<file path="config.mk">
export PLATFORM = sky130hd
export DESIGN_NAME = delay_slot_chain
export DESIGN_NICKNAME = d
export VERILOG_FILES = /design/src/rtl/dslot_pkg.sv /design/src/rtl/dslot_timer.sv /design/src/rtl/dslot_stage.sv /design/src/rtl/delay_slot_chain.sv
export SDC_FILE = /design/constraint.sdc
export NUM_CORES = 1
export LEC_CHECK = 0
export ABC_AREA = 1
export ABC_CLOCK_PERIOD_IN_PS = 3250
export CAP_MARGIN = 20
export CORE_MARGIN = 1.5
export CORE_UTILIZATION = 45
export CTS_BUF_LIST = sky130_fd_sc_hd__clkbuf_2
export CTS_CLUSTER_DIAMETER = 60
export DETAILED_ROUTE_END_ITERATION = 8
export PLACE_DENSITY = 0.69
export REMOVE_ABC_BUFFERS = 1
export SKIP_LAST_GASP = 1
export SLEW_MARGIN = 20
export SYNTH_ARGS = -nofsm -noshare
export SYNTH_HDL_FRONTEND = slang
export SYNTH_SLANG_ARGS = --single-unit
</file>
<file path="constraint.sdc">
create_clock -name clk -period 3.25 [get_ports clk]
set_input_delay 0.65 -clock clk [delete_from_list [all_inputs] [get_ports clk]]
set_output_delay 0.65 -clock clk [all_outputs]
set_load 0.01 [all_outputs]
</file>
<file path="src/rtl/dslot_pkg.sv">
package dslot_pkg;

  typedef enum logic {
    SLOT_EMPTY = 1'b0,
    SLOT_FULL  = 1'b1
  } slot_mode_e;

  // counter width able to hold 0 .. ub+1
  function automatic int cnt_width(input int ub);
    return $clog2(ub + 2);
  endfunction

endpackage

</file>
<file path="src/rtl/dslot_timer.sv">
module dslot_timer #(
  parameter int CW = 4
) (
  input  logic          clk,
  input  logic          rst,
  input  logic          clear,
  input  logic          run,
  output logic [CW-1:0] count
);

  always_ff @(posedge clk) begin
    if (rst || clear) begin
      count <= '0;
    end else if (run) begin
      count <= count + 1'b1;
    end
  end

endmodule

</file>
<file path="src/rtl/dslot_stage.sv">
module dslot_stage
  import dslot_pkg::*;
#(
  parameter int LB   = 2,
  parameter int UB   = 4,
  parameter int EMIT = 3
) (
  input  logic clk,
  input  logic rst,
  input  logic in_vld,
  input  logic in_bit,
  output logic out_vld,
  output logic out_bit,
  output logic full
);

  localparam int           CW     = cnt_width(UB);
  localparam logic [CW-1:0] EMIT_C = CW'(EMIT);
  localparam logic [CW-1:0] UB_C   = CW'(UB);

  if ((LB < 0) || (LB > UB) || (EMIT < LB) || (EMIT > UB)) begin : g_bad_bounds
    $error("dslot_stage: bounds must satisfy 0 <= LB <= EMIT <= UB");
  end

  slot_mode_e    mode;
  logic          held;
  logic [CW-1:0] count;
  logic          capture;
  logic          release_now;

  assign capture     = (mode == SLOT_EMPTY) && in_vld;
  // planned release at EMIT; the UB term is the hard deadline backstop
  assign release_now = (mode == SLOT_FULL) && ((count == EMIT_C) || (count >= UB_C));

  dslot_timer #(.CW(CW)) u_timer (
    .clk   (clk),
    .rst   (rst),
    .clear (capture),
    .run   (mode == SLOT_FULL),
    .count (count)
  );

  always_ff @(posedge clk) begin
    if (rst) begin
      mode    <= SLOT_EMPTY;
      held    <= 1'b0;
      out_vld <= 1'b0;
      out_bit <= 1'b0;
    end else begin
      out_vld <= release_now;
      out_bit <= release_now & held;
      if (capture) begin
        mode <= SLOT_FULL;
        held <= in_bit;
      end else if (release_now) begin
        mode <= SLOT_EMPTY;
      end
    end
  end

  assign full = (mode == SLOT_FULL);

endmodule

</file>
<file path="src/rtl/delay_slot_chain.sv">
module delay_slot_chain #(
  parameter int LB0   = 2,
  parameter int UB0   = 4,
  parameter int EMIT0 = 3,
  parameter int LB1   = 6,
  parameter int UB1   = 9,
  parameter int EMIT1 = 7
) (
  input  logic clk,
  input  logic rst,
  input  logic ev_vld,
  input  logic ev_bit,
  output logic mid_vld,
  output logic mid_bit,
  output logic mid_full,
  output logic fin_vld,
  output logic fin_bit,
  output logic fin_full
);

  dslot_stage #(.LB(LB0), .UB(UB0), .EMIT(EMIT0)) u_stage0 (
    .clk     (clk),
    .rst     (rst),
    .in_vld  (ev_vld),
    .in_bit  (ev_bit),
    .out_vld (mid_vld),
    .out_bit (mid_bit),
    .full    (mid_full)
  );

  dslot_stage #(.LB(LB1), .UB(UB1), .EMIT(EMIT1)) u_stage1 (
    .clk     (clk),
    .rst     (rst),
    .in_vld  (mid_vld),
    .in_bit  (mid_bit),
    .out_vld (fin_vld),
    .out_bit (fin_bit),
    .full    (fin_full)
  );

endmodule

</file>
* Word-level counts from Yosys, hierarchy flattened *
Index checks and enable logic that the tools add are counted.

word-level totals
  flip-flop bits (word level) = 15
  input port bits = 4
  output and inout bits = 6
  word-level logic and storage cells = 34

operators by class
  add/subtract/negate cells = 2
  magnitude comparators = 2
  equality and inequality tests = 2
  mux-type cells = 4
  bitwise logic cells = 4
  reductions and logical operators = 10

operators with widths
  operator                                                         count
  4-bit by 1-bit adder with 4-bit output, second input constant    1
  4-bit by 3-bit == test with 1-bit output, second input constant  1
  4-bit greater-or-equal comparator, second input constant         1
  1-bit logical AND                                                4
  1-bit logical OR                                                 4
  1-bit two-way mux                                                4
  2-bit nonzero test                                               2
  3-bit by 1-bit adder with 3-bit output, second input constant    1
  3-bit by 2-bit == test with 1-bit output, second input constant  1
  3-bit greater-or-equal comparator, second input constant         1
  1-bit AND                                                        2
  1-bit inverter                                                   2

* Logic depth before layout (Yosys ltp) *
Gate-level depths: netlist of the first run.

  word-level depth = 5
  gate-level depth with buffers = 7
  depth with buffers taken out = 7

* Cells and area by module *
Synthesis of the first run repeated with hierarchy kept, for this count alone.

second synthesis, totals
  cell total of the unflattened synthesis = 86
  area total of the unflattened synthesis = 623.1 um^2

by module, submodules not included
  module                           instances  cells an instance  area an instance (um^2)  sequential area each (um^2)
  dslot_timer at u_stage1.u_timer  1          22                 172.7                    80.1
  dslot_stage at u_stage1          1          23                 161.4                    80.1
  dslot_stage at u_stage0          1          23                 158.9                    80.1
  dslot_timer at u_stage0.u_timer  1          18                 130.1                    60.1

* Worst setup path before layout of the first run *
OpenSTA, ideal clock, no wires.

  path type = register -> output
  start point = register u_stage1.mode (netlist: u_stage1.full)
  end point = output fin_full
  arrival = 455 ps
  data required time = 2600 ps
  path slack = 2145 ps
  stages on the path, launching flop included = 1
  buffers on the path = 0
  cell sequence = dfxtp_1

RTL lines
  element                 RTL line                source
  start, declared         dslot_stage.sv:25       slot_mode_e mode;
  start signal, assigned  dslot_stage.sv:45       mode <= SLOT_EMPTY;
  start signal, assigned  dslot_stage.sv:53       mode <= SLOT_FULL;
  start signal, assigned  dslot_stage.sv:56       mode <= SLOT_EMPTY;
  end, declared           delay_slot_chain.sv:18  output logic fin_full

No word-level cell between the ends.

* Worst setup path after layout of the first run *
  start point = register u_stage1.mode (netlist: u_stage1.full)
  end point = output fin_full

No word-level cell between the ends.

==> impl_metrics.yaml, run 1 <==
cells_and_area:
  fillerInstances: 122
  drive_above_1_share_pct: 10.8
  area_growth_pct: 20.4
  post-route-util_pct: 58.5
  seq_area_sq_um: 300
  fin_nets: 103
  multi_input_area_sq_um: 287
  antenna_cells: 0
logic_synthesis:
  async_flop_share_pct: 0
  avgSynthCellArea_sq_um: 7.90
  yosys_warnings: 0
  synthTopCellsByArea: "dfxtp_1 (48%), nand2_1 (14%), ha_1 (9.9%)"
  netlist.area_leader.share_pct: 47.5
  yosysTopAreaCell: "dfxtp_1"
  synth_edf_count: 0
  synth_common_cells: "nand2_1 (23), dfxtp_1 (15), inv_1 (10)"
  synthCells: 80
  synth.most_common_cell: "nand2_1"
  ys_ff_latch: 15
  yosysSeqAreaShare_pct: 47.5
  synth_ff_type: "dfxtp_1"
  syn_area_sq_um: 632
  ys_types: 16
clock_tree:
  cts.clk_slew.worst_paths_ps: 130
  cts_root_buf: "clkbuf_2"
  clock_latency_ps: 260
  htreeDepth: 1
  cts_resized: 0
  cts-buffers-inserted: 3
  post-cts-setup-buffers: 0
  cts.sinks: 15
  postCtsHoldBufs: 0
  cts_buffer_depth: 2
  cts_tree: "done"
setup_path:
  regToRegSetupSlack_ps: 2110
  critPathCaptureType: "output pin"
  cp_cell_sequence: "clkdlybuf4s50_1"
  crit_fanout: 7
  cp.required_ps: 2600
  worst-path-buf-inv: 1
  critPathTopFamily: "buffers and inverters"
  cpMaxStageDelayCell: "clkdlybuf4s50_1"
  crit_path_start_kind: "flop"
  max_stage_delay_ps: 590
  worst_ep_arrival_time_ps: 1360
  critPathKind: "reg -> out"
pwr:
  fin_total_pwr_mw: 0.292
  powerDensity_nw_per_um2: 384
  ir_worst_vdd_mv: 0.286
  leakage_nw: 0.304
sta:
  finalSetupTns_ps: 0
  drv_slew: 0
  period_share_pct: 61.9
  worst_slew_pin_slew_ps: 281
  finalSetupViolCount: 0
  rsz0062_at_grt: "false"
  hold_viol_final: 0
  slew_headroom_pct: 81.3
  max_freq_ghz: 0.497
  skew_ps: 8.46
  layout_min_cycle_time_ps: 2010
status:
  status: "finished, final reports clean"
place:
  dp_hpwl_microns: 817
  gp_congestion: 0.684
  port_buffers: 9
routing:
  firstDrtPassIters: 4
  antenna_left: 0
  drc: 0
  via_count: 503
  wl_microns: 997
  initialDrtViolationCount: 2
  vias_per_cell: 4.66
  avgRoutedWirePerCell_microns: 9.23
grt:
  grt_pass1_vias: 414
  grt_overflow_total: 0
  grt_first_pass_wirelength_mm: 1.54
  grt_max_degree: 9
  antenna_found_initial: 0
  track_usage_pct: 15.0
floorplanning:
  coreArea_sq_um: 1300
  fp-row-count: 13
  die_area_sq_um: 1640
  die_x_microns: 40.5
  pin_count: 10
  start_util_pct: 48.6
  die_h_microns: 40.5
flow_run:
  max_cap_viol_count: 0
min_path:
  hold_class: "reg -> reg"
==> worst paths after layout <==
path	endpoint	cells past startpoint	from
hold reg to reg	u_stage0.out_bit$_SDFF_PP0_	2	u_stage0.held$_SDFFE_PP0P_
hold / removal	u_stage0.out_bit$_SDFF_PP0_	2	u_stage0.held$_SDFFE_PP0P_
setup / recovery	fin_full	1	u_stage1.full$_SDFFE_PP0P_
setup reg to reg	u_stage0.out_bit$_SDFF_PP0_	5	u_stage0.u_timer.count[0]$_SDFFE_PP0P_
==> stage by stage <==
| stage | instance area [sq um] | setup slack [ps] | instances | hold WS (ps) |
|---|---|---|---|---|
| 6_report | 761 | 1240 | 108 | 465 |
| 5_1_grt | 761 | 1170 | 108 | 486 |
| 4_1_cts | 761 | 1210 | 108 | 465 |
| 3_5_place_dp | 741 | 1510 | 104 | 447 |
| 3_3_place_gp | 741 | 1560 | 104 | 443 |
| 2_1_floorplan | 632 | 2140 | 80 | 428 |
==> worst register-to-register path, stage by stage (launching register included) <==
cell     delay [ps]
dfxtp_1         380
ha_1            150
inv_1            40
ha_1            180
or2_1           260
nor3_2          100
==> power breakdown <==
part / switching [mW] / total [mW] / internal (mW)
registers: 0.00300 / 0.190 / 0.187
logic: 0.00901 / 0.0179 / 0.00890
clock network: 0.0518 / 0.0844 / 0.0327
==> layout make-up <==
cell class | instances | area share, %
well taps | 15 | 2.47
inverters | 12 | 5.92
clock buffers | 4 | 2.63
flip-flops and latches | 15 | 39.5
repair buffers | 9 | 11.8
multi-input cells | 53 | 37.7
==> cells by family after synthesis <==
group           after synthesis  synth area share (%)
compound gates                9                  7.72
xor+xnor                      2                  2.77
fa+ha+maj                     5                  9.90
buf+inv                      12                  7.13
flops                        15                  47.5
simple gates                 37                  25.0
==> sequential cells by signal (all words and copies together), names as in the netlist <==
signal	flops
u_stage0.full	1
u_stage1.held	1
u_stage1.out_bit	1
u_stage0.out_vld	1
u_stage0.out_bit	1
u_stage0.held	1
u_stage1.out_vld	1
u_stage1.full	1
u_stage1.u_timer.count	4
u_stage0.u_timer.count	3
==> cells in the final DEF (no fill, tap or decap) <==
cell,n
nor2_1,9
xnor2_1,1
o21ai_1,1
clkbuf_2,4
inv_2,2
clkdlybuf4s50_1,9
o21ai_2,1
a21oi_1,5
or2_1,1
nand3_1,1
xor2_1,1
o21ai_0,2
nand2_1,23
ha_1,5
nor2_2,1
inv_1,10
nor3_2,2
dfxtp_1,15
==> layer usage <==
metal	wire, microns	global-route usage (%)
met4	15	12.5
met1	466	16.0
met3	47	3.33
met2	468	24.6
met5	0	0
Power figures use the tool's default switching activity.
==> run 2, diff against run 1 <==
Settings changed: ABC_CLOCK_PERIOD_IN_PS 3250 to 2000.
Clock period 3.25 ns to 2 ns, I/O delays scaled along.
==> run 2 against run 1 <==
Compared with the run above: final cell count unchanged; global-route usage is 0.80 points lower; critical path depth is the same; clock-buffer cell count did not move; wire length up 0.20%; sequential cell count is the same; setup slack worse by 1000 ps; die area did not move; sequential power rose by 63%; critical path type unchanged; largest cell class unchanged.
==> impl_metrics.yaml, run 2 (synthesis results as in run 1) <==
status:
  status: "finished, final reports clean"
sta:
  worst_slew_pin_slew_ps: 278
  max_freq_ghz: 0.567
  hold_viol_final: 0
  hold_ws_ps: 464
  skew_ps: 7.02
  layout_min_cycle_time_ps: 1760
  slew_headroom_pct: 81.5
  period_share_pct: 88.2
  rsz0062_at_grt: "false"
  finalSetupViolCount: 0
  finalSetupTns_ps: 0
  setup_ws_ps: 235
  drv_slew: 0
clock_tree:
  post-cts-setup-buffers: 0
  cts_resized: 0
  cts.sinks: 15
  cts_tree: "done"
  cts-buffers-inserted: 3
  cts.clk_slew.worst_paths_ps: 130
  cts_root_buf: "clkbuf_2"
  postCtsHoldBufs: 0
  cts_buffer_depth: 2
  htreeDepth: 1
  clock_latency_ps: 270
cells_and_area:
  largest_reg_flops: 4
  final_cell_mix: "nand2_1 (23), dfxtp_1 (15), inv_1 (10)"
  fillerInstances: 112
  antenna_cells: 0
  top_regs: "u_stage1.u_timer.count x4, u_stage0.u_timer.count x3"
  final_area_sq_um: 761
  stdcell_count: 108
  area_growth_pct: 20.4
  fin_nets: 103
  drive_above_1_share_pct: 10.8
  final_common_cell: "nand2_1"
  post-route-util_pct: 58.5
  regMostFlops: "u_stage1.u_timer.count"
grt:
  grt_max_degree: 9
  use_met1_pct: 14.3
  grt_overflow_total: 0
  grt.busiest_layer: "met2"
  grt_pass1_vias: 395
  grt_first_pass_wirelength_mm: 1.44
  gr-usage-met2_pct: 23.8
  use_met3_pct: 3.33
  antenna_found_initial: 0
  track_usage_pct: 14.2
routing:
  wl_microns: 999
  vias_per_cell: 4.69
  via_count: 506
  avgRoutedWirePerCell_microns: 9.25
  antenna_left: 0
  firstDrtPassIters: 2
  initialDrtViolationCount: 2
  drc: 0
setup_path:
  max_stage_delay_ps: 590
  critPathCaptureType: "output pin"
  cp_cell_sequence: "clkdlybuf4s50_1"
  worst-path-buf-inv: 1
  crit_path_start_kind: "flop"
  critPathTopFamily: "buffers and inverters"
  cp.required_ps: 1600
  crit_fanout: 7
  cpMaxStageDelayCell: "clkdlybuf4s50_1"
  critPathKind: "reg -> out"
  worst_ep_arrival_time_ps: 1360
floorplanning:
  die_h_microns: 40.5
  fp-row-count: 13
  pin_count: 10
  start_util_pct: 48.6
  coreArea_sq_um: 1300
  die_area_sq_um: 1640
  die_x_microns: 40.5
flow_run:
  max_cap_viol_count: 0
place:
  place_area_sq_um: 741
  dp_hpwl_microns: 810
  dp_cells: 104
  gp_congestion: 0.685
  post-place-ws_ps: 508
  port_buffers: 9
pwr:
  ir_worst_vdd_mv: 0.440
  fin_total_pwr_mw: 0.478
  powerDensity_nw_per_um2: 628
  leakage_nw: 0.304
min_path:
  hold_class: "reg -> reg"
## run 2: path summary, 6_finish.rpt
check / from / to / slack [ps] / depth (start not counted)
setup / recovery: u_stage1.full$_SDFFE_PP0P_ / fin_full / 240 / 1
hold / removal: u_stage0.held$_SDFFE_PP0P_ / u_stage0.out_bit$_SDFF_PP0_ / 460 / 2
setup reg to reg: u_stage0.u_timer.count[0]$_SDFFE_PP0P_ / u_stage0.out_bit$_SDFF_PP0_ / 850 / 5
hold reg to reg: u_stage0.held$_SDFFE_PP0P_ / u_stage0.out_bit$_SDFF_PP0_ / 460 / 2
## run 2: power by group
group          switching, mW  total [mW]  internal [mW]
Clock                 0.0864       0.139         0.0530
Combinational         0.0147      0.0291         0.0144
Sequential           0.00490       0.309          0.304
## run 2: layout make-up
cell class	count	area [sq um]	share of cell area, %
inverters	12	45.0	5.92
multi-input cells	53	287	37.7
repair buffers	9	90.1	11.8
flip-flops and latches	15	300	39.5
clock buffers	4	20.0	2.63
well taps	15	18.8	2.47
## run 2: worst min-delay path: stages, from the launching register on
cell and delay (ps):
dfxtp_1 320, inv_1 70, nor3_2 40
## run 2: metal layers
layer | part of all wire, % | vias to the layer above
li1 | - | 273
met1 | 46 | 224
met2 | 49 | 7
met3 | 3.1 | 2
met4 | 1.1 | 0
met5 | 0 | -
